## config.mk

```make
export PLATFORM = sky130hd
export DESIGN_NAME = vfix_cvt
export DESIGN_NICKNAME = d
export VERILOG_FILES = /design/src/rtl/vfix_pkg.sv /design/src/rtl/vfix_lane.sv /design/src/rtl/vfix_sticky.sv /design/src/rtl/vfix_cvt.sv
export SDC_FILE = /design/constraint.sdc
export NUM_CORES = 1
export LEC_CHECK = 0
export BUFFER_PORTS_ARGS = -buffer_cell sky130_fd_sc_hd__buf_2
export CORE_MARGIN = 3
export CORE_UTILIZATION = 45
export CTS_BUF_LIST = sky130_fd_sc_hd__clkbuf_8 sky130_fd_sc_hd__clkbuf_16
export DETAILED_ROUTE_END_ITERATION = 16
export PLACE_DENSITY_LB_ADDON = 0.3
export SKIP_CTS_REPAIR_TIMING = 1
export SLEW_MARGIN = 10
export SYNTH_ARGS = -nofsm -noshare
export SYNTH_HDL_FRONTEND = slang
export SYNTH_SLANG_ARGS = --single-unit
export TNS_END_PERCENT = 10
```

## constraint.sdc

```tcl
create_clock -name clk -period 1.2 [get_ports clk]
set_input_delay 0.24 -clock clk [delete_from_list [all_inputs] [get_ports clk]]
set_output_delay 0.24 -clock clk [all_outputs]
set_load 0.01 [all_outputs]
```

## src/rtl/vfix_pkg.sv

```systemverilog
package vfix_pkg;
  localparam int LANES = 4;
  localparam int IW    = 32;
  localparam int EXPW  = 8;
  localparam int MANW  = 23;
  localparam int SIGW  = MANW + 1;
  localparam int BIAS  = 127;
  localparam int SCW   = 5;
  localparam int VW    = LANES * IW;
  // binary point sits MANW bits into the significand
  localparam int KOFF  = BIAS + MANW;
  // shift at which the magnitude first reaches 2^(IW-1)
  localparam int KMAX  = IW - SIGW;

  typedef struct packed {
    logic            sgn;
    logic [EXPW-1:0] exp;
    logic [MANW-1:0] man;
  } f32_t;

  typedef enum logic [1:0] {
    CLS_ZERO = 2'd0,
    CLS_FIN  = 2'd1,
    CLS_INF  = 2'd2,
    CLS_NAN  = 2'd3
  } fcls_t;
endpackage

```

## src/rtl/vfix_lane.sv

```systemverilog
module vfix_lane
  import vfix_pkg::*;
(
  input  logic [IW-1:0]  lane_in,
  input  logic [SCW-1:0] scale,
  input  logic           flush_dn,
  output logic [IW-1:0]  lane_out,
  output logic           lane_sat
);
  localparam int KW = EXPW + 3;

  f32_t                 f;
  fcls_t                cls;
  logic [SIGW-1:0]      sig;
  logic [EXPW-1:0]      exp_eff;
  logic signed [KW-1:0] k;
  logic signed [KW-1:0] nk;
  logic [IW-1:0]        sig_ext;
  logic [IW-1:0]        mag;
  logic [IW-1:0]        min_neg;
  logic [IW-1:0]        max_pos;

  assign f       = f32_t'(lane_in);
  assign min_neg = {1'b1, {(IW-1){1'b0}}};
  assign max_pos = {1'b0, {(IW-1){1'b1}}};

  always_comb begin
    if (f.exp == {EXPW{1'b1}})
      cls = (f.man != '0) ? CLS_NAN : CLS_INF;
    else if (f.exp == '0 && (f.man == '0 || flush_dn))
      cls = CLS_ZERO;
    else
      cls = CLS_FIN;
  end

  // denormals keep exponent 1 and drop the hidden bit
  assign exp_eff = (f.exp == '0) ? EXPW'(1) : f.exp;
  assign sig     = {(f.exp != '0), f.man};
  assign sig_ext = IW'(sig);
  // scale folded into the exponent: no multiplier
  assign k  = signed'(KW'(exp_eff)) + signed'(KW'(scale)) - signed'(KW'(KOFF));
  assign nk = -k;

  always_comb begin
    mag = '0;
    if (k >= 0 && k < KMAX)
      mag = sig_ext << k[4:0];
    else if (k < 0 && nk < SIGW)
      mag = sig_ext >> nk[4:0];
  end

  always_comb begin
    lane_out = '0;
    lane_sat = 1'b0;
    unique case (cls)
      CLS_ZERO: begin
        lane_out = '0;
      end
      CLS_NAN: begin
        lane_out = '0;
        lane_sat = 1'b1;
      end
      CLS_INF: begin
        lane_out = f.sgn ? min_neg : max_pos;
        lane_sat = 1'b1;
      end
      default: begin
        if (k > KMAX || (k == KMAX && !(f.sgn && f.man == '0 && f.exp != '0))) begin
          lane_out = f.sgn ? min_neg : max_pos;
          lane_sat = 1'b1;
        end else if (k == KMAX) begin
          lane_out = min_neg;
        end else begin
          lane_out = f.sgn ? (~mag + IW'(1)) : mag;
        end
      end
    endcase
  end
endmodule

```

## src/rtl/vfix_sticky.sv

```systemverilog
module vfix_sticky (
  input  logic clk,
  input  logic rst_n,
  input  logic set_i,
  input  logic clr_i,
  output logic flag_o
);
  logic flag_d;
  logic flag_q;

  always_comb begin
    flag_d = flag_q;
    if (set_i)
      flag_d = 1'b1;
    else if (clr_i)
      flag_d = 1'b0;
  end

  always_ff @(posedge clk or negedge rst_n) begin
    if (!rst_n)
      flag_q <= 1'b0;
    else
      flag_q <= flag_d;
  end

  assign flag_o = flag_q;
endmodule

```

## src/rtl/vfix_cvt.sv

```systemverilog
module vfix_cvt
  import vfix_pkg::*;
(
  input  logic           clk,
  input  logic           rst_n,
  input  logic           in_valid,
  input  logic [VW-1:0]  in_vec,
  input  logic [SCW-1:0] in_scale,
  input  logic           in_flush_dn,
  input  logic           sat_clr,
  output logic           out_valid,
  output logic [VW-1:0]  out_vec,
  output logic           out_sat,
  output logic           sat_sticky
);
  logic [VW-1:0]    lane_res;
  logic [LANES-1:0] lane_sat;
  logic             sat_any;
  logic             valid_d, valid_q;
  logic [VW-1:0]    vec_d, vec_q;
  logic             sat_d, sat_q;

  for (genvar g = 0; g < LANES; g++) begin : g_lane
    vfix_lane u_lane (
      .lane_in  (in_vec[g*IW +: IW]),
      .scale    (in_scale),
      .flush_dn (in_flush_dn),
      .lane_out (lane_res[g*IW +: IW]),
      .lane_sat (lane_sat[g])
    );
  end

  assign sat_any = |lane_sat;

  always_comb begin
    valid_d = in_valid;
    vec_d   = vec_q;
    sat_d   = sat_q;
    if (in_valid) begin
      vec_d = lane_res;
      sat_d = sat_any;
    end
  end

  always_ff @(posedge clk or negedge rst_n) begin
    if (!rst_n) begin
      valid_q <= 1'b0;
      vec_q   <= '0;
      sat_q   <= 1'b0;
    end else begin
      valid_q <= valid_d;
      vec_q   <= vec_d;
      sat_q   <= sat_d;
    end
  end

  vfix_sticky u_sticky (
    .clk    (clk),
    .rst_n  (rst_n),
    .set_i  (in_valid & sat_any),
    .clr_i  (sat_clr),
    .flag_o (sat_sticky)
  );

  assign out_valid = valid_q;
  assign out_vec   = vec_q;
  assign out_sat   = sat_q;
endmodule

```

# --- Yosys cells after proc, flatten, opt, wreduce, memory -nomap -nowiden ---
# Cells that the tools add are included.
word_totals:
  ff_bits: 131
  input_bits: 138
  wordCells: 189
op_classes:
  addsub: 16
  n_lt_le_gt_ge: 20
  eq_ne: 16
  shift: 8
  n_mux: 54
  n_bitwise: 5
  reduce_logical: 66
op_table:
  columns: ["cell", "n"]
  rows:
  - ["$mux 32", 24]
  - ["$pmux 32 s2", 4]
  - ["$add 32x1->32 const B", 4]
  - ["$not 32->32", 4]
  - ["$shl 24x5->32", 4]
  - ["$shr 24x5->32", 4]
  - ["$logic_not 23->1", 4]
  - ["$reduce_bool 23->1", 4]
  - ["$eq 11x5->1 const B", 4]
  - ["$ge 11x1->1 const B", 4]
  - ["$gt 11x5->1 const B", 4]
  - ["$lt 11x1->1 const B", 4]
  - ["$lt 11x5->1 const B", 4]
  - ["$lt 11x6->1 const B", 4]
  - ["$neg 11->11", 4]
  - ["$sub 9x8->10 const B", 4]
  - ["$add 8x5->9", 4]
  - ["$eq 8x8->1 const B", 4]
  - ["$logic_not 8->1", 4]
  - ["$mux 8", 4]
  - ["$reduce_bool 8->1", 4]
  - ["$logic_and 1x1->1", 24]
  - ["$eq 2x2->1 const B", 8]
  - ["$reduce_or 2->1", 8]
  - ["other kinds (9)", 41]

# --- Logic depth before layout (Yosys ltp) ---
logic_depth:
  word_depth: 15
  ltp_mapped: 31
  depth_no_buf: 24

# --- Cells and area by module ---
# Synthesis repeated with hierarchy kept, for this count alone.
hier_totals:
  cells_unflattened: 3196
  hier_area_um2: 26739.4
modules_own_cells:
  columns: ["mod", "n_inst", "cells_per_inst", "area_each_um2"]
  rows:
  - ["vfix_lane (g_lane[1].u_lane ...)", 2, 688, 5221.3]
  - ["vfix_lane (g_lane[3].u_lane)", 1, 793, 5878.1]
  - ["vfix_lane (g_lane[0].u_lane)", 1, 747, 5192.5]
  - ["vfix_cvt", 1, 277, 5190.0]
  - ["vfix_sticky", 1, 3, 36.3]

# --- Worst setup path after synthesis ---
# OpenSTA, ideal clock, no wires.
synth_timing:
  path_type: "input -> register"
  startpoint: "in in_vec[61]"
  endpoint: "reg vec_q[63], in the netlist out_vec[63]"
  setup_time_ns: 0.121
  t_arrival_ns: 6.543
  setup_slack_ns: -5.464
  stages: 24
  n_path_buf: 5
  cell_sequence: "inv_1 ha_1 nor4b_1 nand2_1 nand2b_1 ha_1 ha_1 clkbuf_1 buf_1 clkbuf_1 inv_1 ha_1 clkbuf_1 clkbuf_1 mux4_2 mux4_2 nor3_1 o22ai_1 or3_1 or2_1 nor3_2 and3_1 o21ai_1 a22o_1"
synth_via:
  elab_chain_cells: 15
  word_cells_on_any_way: 36
  classes_between: "add/sub (4); order compare (5); eq/ne (4); shift (2); mux (9); bitwise (1); reduce/logical (11)"
synth_rtl:
  columns: ["item", "line", "source"]
  rows:
  - ["start, declared", "vfix_cvt.sv:7", "input logic [VW-1:0] in_vec,"]
  - ["$logic_not 8->1", "vfix_lane.sv:30, vfix_lane.sv:37", null]
  - ["$mux 8", "vfix_lane.sv:37", "assign exp_eff = (f.exp == '0) ? EXPW'(1) : f.exp;"]
  - ["$add 8x5->9", "vfix_lane.sv:41", "assign k = signed'(KW'(exp_eff)) + signed'(KW'(scale)) - signed'(KW'(KOFF));"]
  - ["$sub 9x8->10", "vfix_lane.sv:41", null]
  - ["$neg 11->11", "vfix_lane.sv:42", "assign nk = -k;"]
  - ["$lt 11x6->1", "vfix_lane.sv:48", "else if (k < 0 && nk < SIGW)"]
  - ["$logic_and 1x1->1", "vfix_lane.sv:48", null]
  - ["$mux 32", "vfix_lane.sv:48", null]
  - ["$mux 32", "vfix_lane.sv:46", "if (k >= 0 && k < KMAX)"]
  - ["$not 32->32", "vfix_lane.sv:74", "lane_out = f.sgn ? (~mag + IW'(1)) : mag;"]
  - ["$add 32x1->32", "vfix_lane.sv:74", null]
  - ["$mux 32", "vfix_lane.sv:74", null]
  - ["$mux 32", "vfix_lane.sv:71", "end else if (k == KMAX) begin"]
  - ["$mux 32", "vfix_lane.sv:68", "if (k > KMAX || (k == KMAX && !(f.sgn && f.man == '0 && f.exp != '0))) begin"]
  - ["$pmux 32 s2 *", "vfix_lane.sv:55", "unique case (cls)"]
  - ["end signal, assigned", "vfix_cvt.sv:52", "vec_q <= vec_d;"]
  - ["end, declared", "vfix_cvt.sv:20", "logic [VW-1:0] vec_d, vec_q;"]
# Mark *: on every way between the ends. The rest lies on a longest branch, timed or not.
# A chain may end at the register's enable or synchronous reset.

# --- Worst setup path in the final report ---
layout_timing:
  startpoint: "in in_vec[29]"
  endpoint: "reg vec_q[20], in the netlist out_vec[20]"
# The elaborated chain is that of the path after synthesis.

==> results.sh <==
export IMPL_p_per_area_nw_per_um2=1530
export IMPL_rsz0062_at_grt="true"
export IMPL_synth_area_mux_share=0.232
export IMPL_yosys_area_top_type="dfrtp_1"
export IMPL_path_max_fanout=5
export IMPL_vias=31500
export IMPL_setup_viol=227
export IMPL_yosysWarnings=0
export IMPL_die_h_microns=235
export IMPL_drcViolationCount=0
export IMPL_p_leak_nw=17.1
export IMPL_detail_route_wl_per_cell_microns=21.2
export IMPL_overflow=0
export IMPL_diodes=0
export IMPL_synth_edf_count=0
export IMPL_hpwlAfterDp_mm=84.6
export IMPL_clock_latency_ns=0.43
export IMPL_crit_required_ns=1.56
export IMPL_power_w=0.0565
export IMPL_synth_top_family_by_area="compound AO/OA/AOI/OAI gates"
export IMPL_p_switching_w=0.0257
export IMPL_cts_root_buf="clkbuf_16"
export IMPL_critPathSlowestCell="or4_4"
export IMPL_regArea_sq_um=3290
export IMPL_async_flop_share=1.00
export IMPL_critPathTopFamily="simple AND/OR/NAND/NOR gates"
export IMPL_synth_compound_area_frac=0.270
export IMPL_postRouteAntennaNets=0
export IMPL_clk_pin_slew_ns=0.07
export IMPL_slowest_delay_ns=0.58
export IMPL_ys_seq_area_frac=0.139
export IMPL_syn_cell_area_sq_um=23600
export IMPL_rows=83
export IMPL_violations="negative setup slack"
export IMPL_initial_core_util=0.457
export IMPL_combinationalPowerShare=0.781
export IMPL_crit_type="in2reg"
export IMPL_synthAdderAreaFrac=0.0374
export IMPL_netlist_area_leader_share=0.139
export IMPL_syn_num_nets=3326
export IMPL_peakVddDrop_mv=1.19
export IMPL_cts_made_buffers=17
export IMPL_grt_first_pass_wirelength_mm=161
export IMPL_hold_ws_ns=0.219
export IMPL_dp_cells=5011
export IMPL_fin_skew_ns=0
export IMPL_port_buffers=268
export IMPL_cts_sinks=131
export IMPL_maxSlewViolCount=0
export IMPL_place_area_sq_um=34200
export IMPL_nets=4596
export IMPL_worstPathArrival_ns=5.18
export IMPL_grt_pass1_vias=29600
export IMPL_die_w_microns=235
export IMPL_synthCells=3120
export IMPL_syn_to_final_growth_pct=56.8
export IMPL_power_share_sequential=0.116
export IMPL_drt_iter0_markers=3695
export IMPL_synth_common_cells="nand2_1 (325), nor2_1 (306), a21oi_1 (260), o21ai_0 (237), mux2i_1 (204)"
export IMPL_worstMarginPinSlew_ns=0.645
export IMPL_synth_cell_types=101
export IMPL_cts_tree="yes"
export IMPL_dr_pass1_iters=6
export IMPL_relSlewSlack=0.565
export IMPL_p_sw_frac=0.455
export IMPL_grt_max_degree=63
export IMPL_drv_cap=0
export IMPL_design_die_area_sq_um=55200
export IMPL_status="complete, but fails checks"
export IMPL_synth_simple_area_share=0.224
export IMPL_internal_power_w=0.0308
export IMPL_final_cell_area_sq_um=37000
export IMPL_pwr_share_clk=0.104
export IMPL_synth_most_common_cell="nand2_1"
export IMPL_drive_gt1_frac=0.462
export IMPL_setup_slack_ns=-3.61
export IMPL_layoutNonFillerInstCount=5083
export IMPL_ios=269
export IMPL_grt_usage=0.357
export IMPL_synth_xor_area_frac=0.0406
export IMPL_multiInputGateArea_sq_um=20700
export IMPL_min_path_type="in2async"
export IMPL_synth_area_top_cells="dfrtp_1 (14%), mux4_2 (11%), mux2i_1 (8.7%)"
export IMPL_routed_wl_mm=108
export IMPL_critPathBufInv=6
export IMPL_nFillCells=4021
export IMPL_clockBufferDepth=2
export IMPL_place_congestion=1.05
export IMPL_clock_fmax_mhz=208
export IMPL_ys_ff_latch=131
export IMPL_min_period_over_period=4.01
export IMPL_hold_violations=0
export IMPL_crit_path_end_kind="register"
export IMPL_antenna_found_initial=1
export IMPL_syn_avg_cell_area_sq_um=7.56
export IMPL_viasPerCell=6.20
export IMPL_yosys_most_used_dff="dfrtp_1"
export IMPL_core_area_sq_um=51600
export IMPL_cts_max_level=4
export IMPL_cp_start_kind="primary input"
export IMPL_fin_crit_ns=4.81
==> logic make-up after synthesis <==
logic type	count (synthesis)
XOR/XNOR	105
AND/OR/NAND/NOR	1101
flip-flops	131
multiplexers	395
adder cells (fa/ha/maj)	68
buffers and inverters	331
AO/OA/AOI/OAI	989
==> power groups by stage <==
stage          logic [W]  registers, W  clock network, W
2_1_floorplan     0.0204       0.00661                 0
3_3_place_gp      0.0381       0.00642                 0
3_5_place_dp      0.0384       0.00644                 0
4_1_cts           0.0387       0.00638           0.00591
5_1_grt           0.0467       0.00657           0.00610
6_report          0.0441       0.00653           0.00586
==> routing by layer <==
layer | vias to the layer above | wire length (microns) | GRT usage
met2 | 1809 | 48200 | 0.564
met1 | 14900 | 43100 | 0.478
met5 | - | 16 | 0
met3 | 379 | 10600 | 0.0675
li1 | 14400 | - | -
met4 | 2 | 5720 | 0.155
==> state kept, by name (all words and copies together), names as in the netlist <==
name,count
out_valid,1
out_vec,128
out_sat,1
u_sticky.flag_o,1
==> cells in the final DEF (no fill, tap or decap), types with 29 or more instances in the layout <==
cell,count
buf_4,1168
nand2_1,312
nor2_1,293
buf_2,238
a21oi_1,236
o21ai_0,205
mux2i_1,195
dfrtp_1,122
mux4_2,113
inv_1,78
nand3_1,76
nor3_1,64
mux2_2,62
buf_6,56
o22ai_1,48
ha_1,48
xnor2_1,42
a211oi_1,41
a31oi_1,37
xor2_1,37
and2_1,35
nand2b_1,34
o211ai_1,34
nor4_1,33
nand4_1,32
a21o_1,30
o21ai_1,29
==> path summary, 6_finish.rpt <==
path / start / cells past startpoint / to / slack [ns]
max in group asynchronous: rst_n / 3 / out_vec[18] / 0.41
worst min register to register: out_vec[102] / 2 / out_vec[102] / 0.49
worst max register to register: out_vec[118] / 4 / out_vec[118] / -0.05
min in group clk: in_valid / 2 / out_valid / 0.29
worst max-delay path: in_vec[29] / 27 / out_vec[20] / -3.61
worst min-delay path: rst_n / 2 / out_vec[127] / 0.22
==> final cells by class <==
cell class / instances / area share
clock buffers: 17 / 0.0115
multi-input cells: 2658 / 0.560
inverters: 93 / 0.0111
clock inverters: 15 / 0.00589
repair buffers: 1489 / 0.300
well taps: 680 / 0.0230
flip-flops and latches: 131 / 0.0890
==> per-stage QoR <==
| step | util | worst slack, ns | TNS [ns] |
|---|---|---|---|
| 4_1_cts | 0.675 | -3.89 | -441.23 |
| 3_3_place_gp | 0.663 | -4.14 | -477.52 |
| 6_report | 0.716 | -3.61 | -413.90 |
| 2_1_floorplan | - | -4.51 | -484.02 |
| 3_5_place_dp | 0.663 | -4.33 | -491.39 |
| 5_1_grt | 0.716 | -3.82 | -446.96 |
No activity file was read; power rests on OpenSTA's default activity.
